===== src/rtl/sram_seq_pkg.sv =====
`timescale 1ns/1ps
// Package: shared state encoding and elaboration-time helpers that turn
// picosecond timing figures into whole clock-cycle phase counts.
package sram_seq_pkg;

    // Sequencer states. IDLE keeps the memory deselected (standby).
    typedef enum logic [2:0] {
        ST_IDLE      = 3'd0,
        ST_WR_SETUP  = 3'd1,
        ST_WR_PULSE  = 3'd2,
        ST_WR_HOLD   = 3'd3,
        ST_RD_ACCESS = 3'd4,
        ST_DONE      = 3'd5
    } seq_state_t;

    // Round a time span up to whole clock cycles, never below one.
    function automatic int unsigned ps_to_cycles(input int unsigned span_ps,
                                                 input int unsigned clk_ps);
        int unsigned n;
        n = (span_ps + clk_ps - 1) / clk_ps;
        if (n == 0) n = 1;
        return n;
    endfunction

    // Larger of two counts.
    function automatic int unsigned max_u(input int unsigned a, input int unsigned b);
        return (a > b) ? a : b;
    endfunction

    // Difference of two counts, floored at one cycle.
    function automatic int unsigned sub_min1(input int unsigned a, input int unsigned b);
        return (a > b) ? (a - b) : 1;
    endfunction

endpackage


===== src/rtl/sram_phase_timer.sv =====
`timescale 1ns/1ps
// Module: sram_phase_timer
// Down-counter that measures the length of one strobe phase.
// Assumes: load_i is pulsed on the edge that enters a phase, and load_val_i
// is at least 1. phase_end_o is high in the last cycle of the phase.
module sram_phase_timer #(
    parameter int unsigned CNT_W = 3
) (
    input  logic             clk,
    input  logic             rst_n,
    input  logic             load_i,
    input  logic [CNT_W-1:0] load_val_i,
    output logic             phase_end_o
);

    logic [CNT_W-1:0] remain_q;

    // Load the phase length on entry, then count down to zero.
    always_ff @(posedge clk) begin
        if (!rst_n) begin
            remain_q <= '0;
        end else if (load_i) begin
            remain_q <= load_val_i;
        end else if (remain_q != '0) begin
            remain_q <= remain_q - 1'b1;
        end
    end

    // The cycle holding a count of one is the phase's final cycle.
    assign phase_end_o = (remain_q == CNT_W'(1));

endmodule


===== src/rtl/sram_seq_fsm.sv =====
`timescale 1ns/1ps
// Module: sram_seq_fsm
// Control sequencer for one read or write access at a time.
// Assumes: phase counts are at least 1, and the timer reports the end of the
// phase it was last loaded with. Requests outside IDLE are ignored.
module sram_seq_fsm
    import sram_seq_pkg::*;
#(
    parameter int unsigned CNT_W  = 3,
    parameter int unsigned SU_CYC = 3,
    parameter int unsigned PW_CYC = 6,
    parameter int unsigned RA_CYC = 7
) (
    input  logic             clk,
    input  logic             rst_n,
    input  logic             req_i,
    input  logic             wr_i,
    input  logic             phase_end_i,
    output seq_state_t       state_o,
    output logic             load_o,
    output logic [CNT_W-1:0] load_val_o,
    output logic             accept_o,
    output logic             capture_o
);

    seq_state_t state_q;
    seq_state_t state_d;

    // State register, reset into deselected idle.
    always_ff @(posedge clk) begin
        if (!rst_n) begin
            state_q <= ST_IDLE;
        end else begin
            state_q <= state_d;
        end
    end

    // Next-state, timer load and capture strobes.
    always_comb begin
        state_d    = state_q;
        load_o     = 1'b0;
        load_val_o = '0;
        accept_o   = 1'b0;
        capture_o  = 1'b0;
        case (state_q)
            ST_IDLE: begin
                if (req_i) begin
                    accept_o = 1'b1;
                    load_o   = 1'b1;
                    if (wr_i) begin
                        state_d    = ST_WR_SETUP;
                        load_val_o = CNT_W'(SU_CYC);
                    end else begin
                        state_d    = ST_RD_ACCESS;
                        load_val_o = CNT_W'(RA_CYC);
                    end
                end
            end
            ST_WR_SETUP: begin
                if (phase_end_i) begin
                    state_d    = ST_WR_PULSE;
                    load_o     = 1'b1;
                    load_val_o = CNT_W'(PW_CYC);
                end
            end
            ST_WR_PULSE: begin
                if (phase_end_i) begin
                    state_d = ST_WR_HOLD;
                end
            end
            ST_WR_HOLD: begin
                state_d = ST_DONE;
            end
            ST_RD_ACCESS: begin
                if (phase_end_i) begin
                    state_d   = ST_DONE;
                    capture_o = 1'b1;
                end
            end
            ST_DONE: begin
                state_d = ST_IDLE;
            end
            default: begin
                state_d = ST_IDLE;
            end
        endcase
    end

    assign state_o = state_q;

endmodule


===== src/rtl/sram_bus_regs.sv =====
`timescale 1ns/1ps
// Module: sram_bus_regs
// Holding registers for the address, the write byte and the read result.
// Assumes: accept_i is pulsed only in idle, so the address and write data
// stay frozen for the whole access. capture_i marks the read sample edge.
module sram_bus_regs #(
    parameter int unsigned ADDR_W = 17,
    parameter int unsigned DATA_W = 8
) (
    input  logic              clk,
    input  logic              rst_n,
    input  logic              accept_i,
    input  logic              capture_i,
    input  logic [ADDR_W-1:0] addr_i,
    input  logic [DATA_W-1:0] wdata_i,
    input  logic [DATA_W-1:0] mem_dq_i,
    output logic [ADDR_W-1:0] addr_o,
    output logic [DATA_W-1:0] wdata_o,
    output logic [DATA_W-1:0] rdata_o
);

    logic [ADDR_W-1:0] addr_q;
    logic [DATA_W-1:0] wdata_q;
    logic [DATA_W-1:0] rdata_q;

    // Freeze the request's address and data when it is accepted.
    always_ff @(posedge clk) begin
        if (!rst_n) begin
            addr_q  <= '0;
            wdata_q <= '0;
        end else if (accept_i) begin
            addr_q  <= addr_i;
            wdata_q <= wdata_i;
        end
    end

    // Register the memory's byte at the end of the read window, then hold it.
    always_ff @(posedge clk) begin
        if (!rst_n) begin
            rdata_q <= '0;
        end else if (capture_i) begin
            rdata_q <= mem_dq_i;
        end
    end

    assign addr_o  = addr_q;
    assign wdata_o = wdata_q;
    assign rdata_o = rdata_q;

endmodule


===== src/rtl/sram_seq_ctrl.sv =====
`timescale 1ns/1ps
// Module: sram_seq_ctrl (top)
// Converts host read/write requests into timed select, write-strobe and
// output-enable sequences for an asynchronous 8-bit SRAM.
// Assumes: all timing figures are in picoseconds and describe the memory's
// worst case. The memory pins are decoded from registered state, so they
// change only just after a clock edge.
module sram_seq_ctrl
    import sram_seq_pkg::*;
#(
    parameter int unsigned ADDR_W        = 17,
    parameter int unsigned DATA_W        = 8,
    parameter int unsigned CLK_PERIOD_PS = 10000,
    parameter int unsigned T_WCYCLE_PS   = 70000,
    parameter int unsigned T_WPULSE_PS   = 55000,
    parameter int unsigned T_SELEND_PS   = 65000,
    parameter int unsigned T_DSETUP_PS   = 30000,
    parameter int unsigned T_ACCESS_PS   = 70000,
    parameter int unsigned T_OEACC_PS    = 35000,
    parameter int unsigned T_RELEASE_PS  = 25000
) (
    input  logic              clk,
    input  logic              rst_n,
    input  logic              req_i,
    input  logic              wr_i,
    input  logic [ADDR_W-1:0] addr_i,
    input  logic [DATA_W-1:0] wdata_i,
    output logic [DATA_W-1:0] rdata_o,
    output logic              busy_o,
    output logic              done_o,
    output logic [ADDR_W-1:0] mem_addr_o,
    output logic              mem_cs_n_o,
    output logic              mem_cs_o,
    output logic              mem_we_n_o,
    output logic              mem_oe_n_o,
    output logic [DATA_W-1:0] mem_dq_o,
    output logic              mem_dq_oe_o,
    input  logic [DATA_W-1:0] mem_dq_i
);

    // Phase lengths in cycles, derived from the timing set.
    localparam int unsigned SU_CYC  = ps_to_cycles(T_RELEASE_PS, CLK_PERIOD_PS);
    localparam int unsigned PW_CYC  = max_u(
        max_u(ps_to_cycles(T_WPULSE_PS, CLK_PERIOD_PS),
              ps_to_cycles(T_DSETUP_PS, CLK_PERIOD_PS)),
        max_u(sub_min1(ps_to_cycles(T_SELEND_PS, CLK_PERIOD_PS), SU_CYC),
              sub_min1(ps_to_cycles(T_WCYCLE_PS, CLK_PERIOD_PS), SU_CYC + 1)));
    localparam int unsigned RA_CYC  = max_u(ps_to_cycles(T_ACCESS_PS, CLK_PERIOD_PS),
                                            ps_to_cycles(T_OEACC_PS, CLK_PERIOD_PS));
    localparam int unsigned MAX_CYC = max_u(max_u(SU_CYC, PW_CYC), RA_CYC);
    localparam int unsigned CNT_W   = $clog2(MAX_CYC + 1);

    seq_state_t       state;
    logic             tmr_load;
    logic [CNT_W-1:0] tmr_val;
    logic             tmr_end;
    logic             accept;
    logic             capture;
    logic             sel;
    logic             we_n;
    logic             oe_n;
    logic             dq_oe;

    sram_phase_timer #(
        .CNT_W (CNT_W)
    ) timer_i (
        .clk         (clk),
        .rst_n       (rst_n),
        .load_i      (tmr_load),
        .load_val_i  (tmr_val),
        .phase_end_o (tmr_end)
    );

    sram_seq_fsm #(
        .CNT_W  (CNT_W),
        .SU_CYC (SU_CYC),
        .PW_CYC (PW_CYC),
        .RA_CYC (RA_CYC)
    ) fsm_i (
        .clk         (clk),
        .rst_n       (rst_n),
        .req_i       (req_i),
        .wr_i        (wr_i),
        .phase_end_i (tmr_end),
        .state_o     (state),
        .load_o      (tmr_load),
        .load_val_o  (tmr_val),
        .accept_o    (accept),
        .capture_o   (capture)
    );

    sram_bus_regs #(
        .ADDR_W (ADDR_W),
        .DATA_W (DATA_W)
    ) regs_i (
        .clk       (clk),
        .rst_n     (rst_n),
        .accept_i  (accept),
        .capture_i (capture),
        .addr_i    (addr_i),
        .wdata_i   (wdata_i),
        .mem_dq_i  (mem_dq_i),
        .addr_o    (mem_addr_o),
        .wdata_o   (mem_dq_o),
        .rdata_o   (rdata_o)
    );

    // Decode the memory strobes from the sequencer state.
    always_comb begin
        sel   = 1'b0;
        we_n  = 1'b1;
        oe_n  = 1'b1;
        dq_oe = 1'b0;
        case (state)
            ST_WR_SETUP: begin
                sel = 1'b1;
            end
            ST_WR_PULSE: begin
                sel   = 1'b1;
                we_n  = 1'b0;
                dq_oe = 1'b1;
            end
            ST_WR_HOLD: begin
                sel   = 1'b1;
                dq_oe = 1'b1;
            end
            ST_RD_ACCESS: begin
                sel  = 1'b1;
                oe_n = 1'b0;
            end
            default: begin
                sel = 1'b0;
            end
        endcase
    end

    assign mem_cs_n_o  = ~sel;
    assign mem_cs_o    = sel;
    assign mem_we_n_o  = we_n;
    assign mem_oe_n_o  = oe_n;
    assign mem_dq_oe_o = dq_oe;
    assign busy_o      = (state != ST_IDLE);
    assign done_o      = (state == ST_DONE);

endmodule


===== config.mk =====
export PLATFORM = sky130hd
export DESIGN_NAME = sram_seq_ctrl
export DESIGN_NICKNAME = d
export VERILOG_FILES = /design/src/rtl/sram_seq_pkg.sv /design/src/rtl/sram_phase_timer.sv /design/src/rtl/sram_seq_fsm.sv /design/src/rtl/sram_bus_regs.sv /design/src/rtl/sram_seq_ctrl.sv
export SDC_FILE = /design/constraint.sdc
export NUM_CORES = 1
export LEC_CHECK = 0
export CAP_MARGIN = 5
export CELL_PAD_IN_SITES_DETAIL_PLACEMENT = 0
export CELL_PAD_IN_SITES_GLOBAL_PLACEMENT = 1
export CORE_UTILIZATION = 29
export CTS_BUF_LIST = sky130_fd_sc_hd__clkbuf_16
export DETAILED_ROUTE_END_ITERATION = 6
export PLACE_DENSITY_LB_ADDON = 0.15
export SYNTH_ARGS = -nofsm -noshare
export SYNTH_HDL_FRONTEND = slang
export SYNTH_SLANG_ARGS = --single-unit

===== constraint.sdc =====
create_clock -name clk -period 1.6 [get_ports clk]
set_input_delay 0.32 -clock clk [delete_from_list [all_inputs] [get_ports clk]]
set_output_delay 0.32 -clock clk [all_outputs]
set_load 0.01 [all_outputs]

Word-level counts from Yosys, hierarchy flattened
Index checks and enable logic that the tools add are counted.

word-level totals
  flip-flop bits (word level) = 39
  bits of input ports = 37
  output and inout bits = 40
  logic and storage cells = 45

cells by class
  $add $sub $neg = 1
  equality and inequality tests = 10
  multiplexer cells = 21
  bitwise operators = 1
  reductions and logical operators = 7

operator list
  cell                   number
  $mux W3                10
  $pmux W3 S5            1
  $mux W1                8
  $eq A3 B1 Y1 const B   2
  $eq A3 B2 Y1 const B   2
  $eq A3 B3 Y1 const B   2
  $ne A2 B1 Y1 const B   3
  $pmux W3 S2            1
  $reduce_bool A3 Y1     2
  $reduce_and A4 Y1      1
  $reduce_or A4 Y1       1
  $logic_not A3 Y1       1
  $sub A3 B1 Y3 const B  1
  $ne A2 B2 Y1 const B   1
  $pmux W1 S2            1
  $reduce_bool A2 Y1     1
  $reduce_or A2 Y1       1
  $not A1 Y1             1

Logic depth before layout (Yosys ltp)
Gate-level depths: netlist of run 1.

  depth in word-level cells = 4
  gate-level depth with buffers = 6

Cells and area by module
A second synthesis of run 1 with hierarchy kept.

second synthesis, totals
  cell total of the unflattened synthesis = 167
  area total of the unflattened synthesis = 1789.2 um2

modules (own cells, without submodules)
  module            times used  cells an instance  area an instance (um2)  seq. area each (um2)
  sram_bus_regs     1           106                1267.5                  660.6
  sram_seq_fsm      1           29                 242.7                   60.1
  sram_phase_timer  1           23                 220.2                   60.1
  sram_seq_ctrl     1           9                  58.8                    0.0

Least setup slack after synthesis of run 1
Ideal clock, no wire load.

  kind = reg2out
  start = register fsm_i.state_q[2], in the netlist fsm_i.state_o[2]
  end = output port mem_cs_n_o
  arrival time = 1.190 ns
  required time = 1.280 ns
  slack = 0.090 ns
  stages on the path, launching flop included = 5
  buffers on the path = 1
  path through = dfxtp_1 clkbuf_1 or3_1 and2_1 inv_1

on the way
  cells in the longest elaborated chain, start to end = 4
  elaborated cells between the ends (all ways) = 7
  classes of those cells = eq/ne (4); mux (1); bitwise (1); reduce/logical (1)

RTL lines
  element                                     RTL line              RTL
  from (decl)                                 sram_seq_fsm.sv:26    seq_state_t state_q;
  from (signal assigned)                      sram_seq_fsm.sv:34    state_q <= state_d;
  $eq A3 B2 Y1, or another cell as far along  sram_seq_ctrl.sv:114  case (state)
  $reduce_or A4 Y1 (no line) (*)              --
  $mux W1 (*)                                 sram_seq_ctrl.sv:114
  via mem_cs_o                                sram_seq_ctrl.sv:33   output logic mem_cs_o,
  $not A1 Y1 (*)                              sram_seq_ctrl.sv:137  assign mem_cs_n_o = ~sel;
  to (decl)                                   sram_seq_ctrl.sv:32   output logic mem_cs_n_o,

Mark *: on every way through the listed nets, which the timed path passes. The rest lies on a longest branch.

Worst setup path in the final report of run 1
  start = register fsm_i.state_q[2], in the netlist fsm_i.state_o[2]
  end = output port mem_cs_n_o

on the way
  cells in the longest elaborated chain, start to end = 4
  elaborated cells between the ends (all ways) = 7
  classes of those cells = eq/ne (4); mux (1); bitwise (1); reduce/logical (1)

RTL lines
  element                                     RTL line
  $eq A3 B2 Y1, or another cell as far along  sram_seq_ctrl.sv:114
  $reduce_or A4 Y1 (no line) (*)              --
  $mux W1 (*)                                 sram_seq_ctrl.sv:114
  $not A1 Y1 (*)                              sram_seq_ctrl.sv:137

Every way passes the cells marked *; elsewhere a longest branch is shown, timed or not.

==> flow_summary.ini, run 1 <==
[run_status]
status = completed

[clocking]
worst_skew_pair.late_latency_ns = 0.27
path_clk_slew_ns = 0.06
clock_path_buffers = 2
cts_max_level = 2
clkSinkCount = 39
ctsHoldBuffers = 0
tritoncts = yes
cts_root_buffer = clkbuf_16
cts_buffers = 5
cts_setup_buffers = 0

[logic_synthesis]
netlist_area_um2 = 1650
ys_seq_area_share_pct = 47.2
synthAdderAreaFrac_pct = 2.27
ys_types = 29
syn_nets = 223
synth-xor-area-share_pct = 0.530
synth_seq_cells = 39
syn-instance-count = 183
synth-compound-area-share_pct = 16.0
synth-simple-area-share_pct = 24.1
synth_top_family_by_area = simple AND/OR/NAND/NOR gates
syn_area_per_cell_um2 = 9.04
yosys_warnings = 0
synth_mux_area_share_pct = 5.45

[detailed_routing]
wl_mm = 3.93
vias = 1506
vias_per_cell = 4.35
first_iter_violations = 59
first_pass_iters = 4
ant_nets = 0
routedWlPerCell_um = 11.4
remaining_drc_errors = 0

[global_routing]
grtUsageTotal_pct = 14.4
top_usage_layer = met2
grt_use_met1_pct = 17.8
gr-usage-met2_pct = 22.8
grt_max_degree = 27
grt_antenna_before_repair = 0
met3_usage_pct = 5.29
first_global_vias = 1434
grt_pass1_wl_mm = 6.84
grt-ovfl-total = 0

[floorplanning]
ioPinCount = 77
std_cell_rows = 27
die_x_um = 77.5
die_y_um = 77.5
core_um2 = 5510
start_util_pct = 30.0
dieArea_um2 = 6010

[finish]
num-nets-final = 313
final_cell_mix = clkdlybuf4s50_1, nand2_1, dfxtp_1
num_antenna_cells = 0
areaGrowthSynthToFinish_pct = 65.1
final_common_cell = clkdlybuf4s50_1
instances_no_fill = 346
stdcell_area_um2 = 2730
post-route-util_pct = 49.6
drive_above_1_share_pct = 12.4

[sta]
worst_pin_slew_ns = 0.304
finalWorstSetupSlack_ns = 0.0263
period_share_pct = 98.4
report.final.slew_viol_count = 0
fin_tns_setup_ns = 0
setup_violations = 0
finalClockSkew_ns = 0.00232
hold_viol = 0
rsz0062_at_grt = yes
holdWs_ns = 0.449
fin_crit_ns = 1.57
max_slew_margin_pct = 79.6
fmax_mhz = 635

[placed_design]
pre_cts_ws_ns = -0.119
dp.cells = 338
place_area_um2 = 2580
gp_congestion = 0.713
numPortBuffers = 76
hpwl_mm = 2.88

[power_and_ir_drop]
p_per_area_nw_per_um2 = 1020
p_comb_share_pct = 26.9
p_leak_nw = 1.13
p_total_mw = 2.78
power_frac_clock_pct = 33.2
internal_power_mw = 2.04
p_sw_mw = 0.732
switching_share_pct = 26.4
ir_drop_mv = 0.564
seq_power_share_pct = 39.8

[setup_path]
cp_data_arrival_time_ns = 1.25
critical_path_class = reg -> out
worstRegToRegCells = 6
cp_slowest_cell = or3_4
max_stage_delay_ns = 0.38
cp.required_ns = 1.28
cp_max_fo = 2
crit_chain = or3_4 -> and2_4 -> inv_1 -> buf_2
end_kind = output port
cp-start-kind = flop

[worst_hold_path]
hp-class = reg -> reg
whs_path_depth = 2

[run]
maxCapViolCount = 0
critical path: cells and delay by family, from the launching register on:
kind                   cells  cell delay (ns)
and+or+nand+nor            2             0.52
DFF                        1             0.31
buffers and inverters      2             0.15
repair_timing:
action / CTS / global route
setup endpoints to repair: 7 / 5
resized for setup: 16 / 4
pin swaps: 1 / 0
per-layer routing:
| metal | vias up | part of all wire (%) |
|---|---|---|
| met3 | 6 | 7.0 |
| met1 | 679 | 45 |
| met5 | - | 0 |
| li1 | 777 | - |
| met4 | 0 | 1.5 |
| met2 | 44 | 47 |
state kept, by name (all words and copies together), names as in the netlist:
signal            cells
regs_i.addr_o        17
regs_i.rdata_o        8
regs_i.wdata_o        8
fsm_i.state_o         3
timer_i.remain_q      3
kinds of logic (layout without fill, tap and decap cells):
family,after synthesis,after routing
simple gates,80,80
flops,39,39
compound gates,37,37
buf+inv,14,105
mux,9,9
fa+ha+maj,3,3
xor+xnor,1,1
synthesized netlist by cell type:
library cell	instances	area share (%)
nand3_2	1	0.61
buf_6	3	2.0
o21ai_0	4	1.2
nand4bb_1	1	0.68
clkbuf_1	7	1.6
and3_1	1	0.38
dfxtp_1	39	47
nand2b_1	2	0.76
nor3b_1	1	0.45
or3_1	1	0.38
o31a_1	1	0.53
o21a_1	1	0.45
a21boi_0	7	3.2
nand3b_2	1	0.68
mux2i_1	9	5.4
nor2_1	3	0.68
nand2_2	1	0.38
inv_1	4	0.91
ha_1	3	2.3
nor2_2	1	0.38
nor4b_4	1	1.4
and2_1	2	0.76
nand2_1	52	12
xnor2_1	1	0.53
a21oi_1	2	0.61
a21boi_1	21	9.5
a21o_1	1	0.45
nor2b_1	11	4.2
and3b_1	1	0.53
path summary, 6_finish.rpt:
path	slack [ns]	to	from
worst min register to register	0.45	regs_i.addr_o[0]	regs_i.addr_o[0]
worst max-delay path	0.03	mem_cs_n_o	fsm_i.state_o[2]
worst max register to register	0.14	regs_i.addr_o[5]	fsm_i.state_o[2]
worst min-delay path	0.45	regs_i.addr_o[0]	regs_i.addr_o[0]
power by group through the flow:
stage                     Clock (mW)  Sequential (mW)  Combinational, mW
after floorplan                    0             1.16              0.357
after global placement             0             1.12              0.761
after detailed placement           0             1.13              0.763
after CTS                      0.953             1.11              0.754
after global routing           0.999             1.12              0.845
final                          0.923             1.11              0.747
layout make-up:
cell class              instances  area (um^2)
fillers                       554         2780
repair buffers                 93          892
multi-input cells             130          813
flip-flops and latches         39          782
clock buffers                   5          125
well taps                      72         90.1
inverters                       4         15.0
clock inverters                 3         12.5
(Power assumes the default switching activity.)
==> run 2, diff against run 1 <==
CORE_ASPECT_RATIO = 1.4   (was not set)
CORE_MARGIN = 2   (was not set)
==> run 2 against run 1 <==
  * Flip-flop and latch count unchanged
  * Non-clock buffer count unchanged
  * Worst setup slack worse by 0.012 ns
  * Utilization up 1.6 points
  * Sequential power about the same
  * Final area up 3.5%
  * Clock skew up 0.0017 ns
  * Combinational power up 4.1%
  * Fmax down 0.76%
  * Power up 13%
  * Critical path depth down 2
  * Die area up 5.4%
==> flow_summary.ini, run 2 (synthesized netlist as in run 1, its figures left out) <==
[run_status]
status = completed

[setup_path]
cp-startpoint = fsm_i.state_o[1]
cp_slowest_cell = or3_1
worstRegToRegCells = 6
cp.required_ns = 1.28
rrSetupSlack_ns = 0.14
endpoint = busy_o
reg2reg_from = fsm_i.state_o[2]
critical_path_class = reg -> out
r2r-end = regs_i.addr_o[6]
cp_data_arrival_time_ns = 1.27
max_stage_delay_ns = 0.38
end_kind = output port
cp-start-kind = flop
crit_chain = or3_1 -> dlygate4sd2_1
cp_max_fo = 2

[sta]
setup_violations = 0
hold_viol = 0
holdWs_ns = 0.448
fmax_mhz = 631
rsz0062_at_grt = yes
max_slew_margin_pct = 73.0
period_share_pct = 99.1
fin_tns_setup_ns = 0
report.final.slew_viol_count = 0
finalClockSkew_ns = 0.00406
worst_pin_slew_ns = 0.404
fin_crit_ns = 1.59

[detailed_routing]
routedWlPerCell_um = 11.8
first_iter_violations = 44
remaining_drc_errors = 0
wl_met1_mm = 1.69
ant_nets = 0
wl_met3_um = 248
wl_mm = 4.04
first_pass_iters = 4
vias = 1513
dr_wl_met2_mm = 2.06
vias_per_cell = 4.42
routed.top_layer = met4

[global_routing]
grt_antenna_before_repair = 0
first_global_vias = 1485
grt-ovfl-total = 0
grt_pass1_wl_mm = 6.64
grtUsageTotal_pct = 14.0
grt_max_degree = 27

[power_and_ir_drop]
internal_power_mw = 2.39
p_sw_mw = 0.748
p_comb_share_pct = 24.8
p_leak_nw = 1.17
p_per_area_nw_per_um2 = 1110
seq_power_share_pct = 35.3
power_frac_clock_pct = 39.9
ir_drop_mv = 0.695
switching_share_pct = 23.8

[clocking]
clkSinkCount = 39
clock_path_buffers = 2
cts_buffers = 5
cts_max_level = 2
tritoncts = yes
path_clk_slew_ns = 0.06
cts_root_buffer = clkbuf_16
ctsHoldBuffers = 0
worst_skew_pair.late_latency_ns = 0.28

[finish]
num-nets-final = 313
areaGrowthSynthToFinish_pct = 70.8
final_common_cell = clkdlybuf4s50_1
largest_register_ffs = 17
stdcell_area_um2 = 2830
final_cell_mix = clkdlybuf4s50_1, nand2_1, dfxtp_1
num_antenna_cells = 0
drive_above_1_share_pct = 13.1
post-route-util_pct = 51.1

[placed_design]
place_area_um2 = 2610
numPortBuffers = 76
gp_congestion = 0.685
hpwl_mm = 2.95

[run]
maxCapViolCount = 0

[floorplanning]
die_y_um = 93.4
core_um2 = 5530
start_util_pct = 29.9
ioPinCount = 77
dieArea_um2 = 6330
die_x_um = 67.8
std_cell_rows = 32

[worst_hold_path]
hp-class = reg -> reg
run 2: critical path: cells and delay by family, from the launching register on:
family	cells	cell delay (ns)
buffers and inverters	1	0.29
flip-flops	1	0.32
AND/OR/NAND/NOR	1	0.38
run 2: power groups by stage:
stage / clock [mW] / combinational, mW / sequential, mW
after floorplan: 0 / 0.357 / 1.16
after global placement: 0 / 0.783 / 1.12
after detailed placement: 0 / 0.780 / 1.13
after CTS: 1.29 / 0.766 / 1.11
after global routing: 1.34 / 0.865 / 1.12
final: 1.25 / 0.778 / 1.11
run 2: cell type report:
cell class | count | area [um^2]
clock buffers | 5 | 125
clock inverters | 3 | 63.8
inverters | 4 | 15.0
well taps | 68 | 85.1
multi-input cells | 130 | 818
repair buffers | 93 | 936
fillers | 535 | 2700
flip-flops and latches | 39 | 782
run 2: metal layers:
| layer | vias up | GRT usage [%] |
|---|---|---|
| li1 | 778 | - |
| met2 | 41 | 24.3 |
| met5 | - | 0 |
| met4 | 0 | 5.50 |
| met1 | 690 | 15.1 |
| met3 | 4 | 4.81 |
run 2: worst min path at each step:
| stage | from | to | slack, ns | depth (start not counted) |
|---|---|---|---|---|
| 4_1_cts | regs_i.wdata_o[1] | regs_i.wdata_o[1] | 0.45 | 2 |
| 3_5_place_dp | regs_i.wdata_o[1] | regs_i.wdata_o[1] | 0.44 | 2 |
| 6_report | regs_i.wdata_o[1] | regs_i.wdata_o[1] | 0.45 | 2 |
| 3_3_place_gp | regs_i.wdata_o[1] | regs_i.wdata_o[1] | 0.44 | 2 |
| 5_1_grt | regs_i.wdata_o[1] | regs_i.wdata_o[1] | 0.47 | 2 |
| 2_1_floorplan | addr_i[0] | regs_i.addr_o[0] | 0.45 | 2 |
run 2: metrics by stage:
step,power [mW],setup WS (ns),std cells
6_report,3.14,0.0143,342
5_1_grt,3.32,-0.0211,342
4_1_cts,3.17,0.00435,341
3_5_place_dp,1.91,-0.105,333
3_3_place_gp,1.91,-0.0914,333
2_1_floorplan,1.52,0.0904,183
run 2: what timing repair did:
action                                  CTS  global route
endpoints found under the hold margin     0             0
endpoints found under the setup margin    7            14
gates resized for setup                  14            10
pin swaps                                 0             1
buffers inserted                          0             1
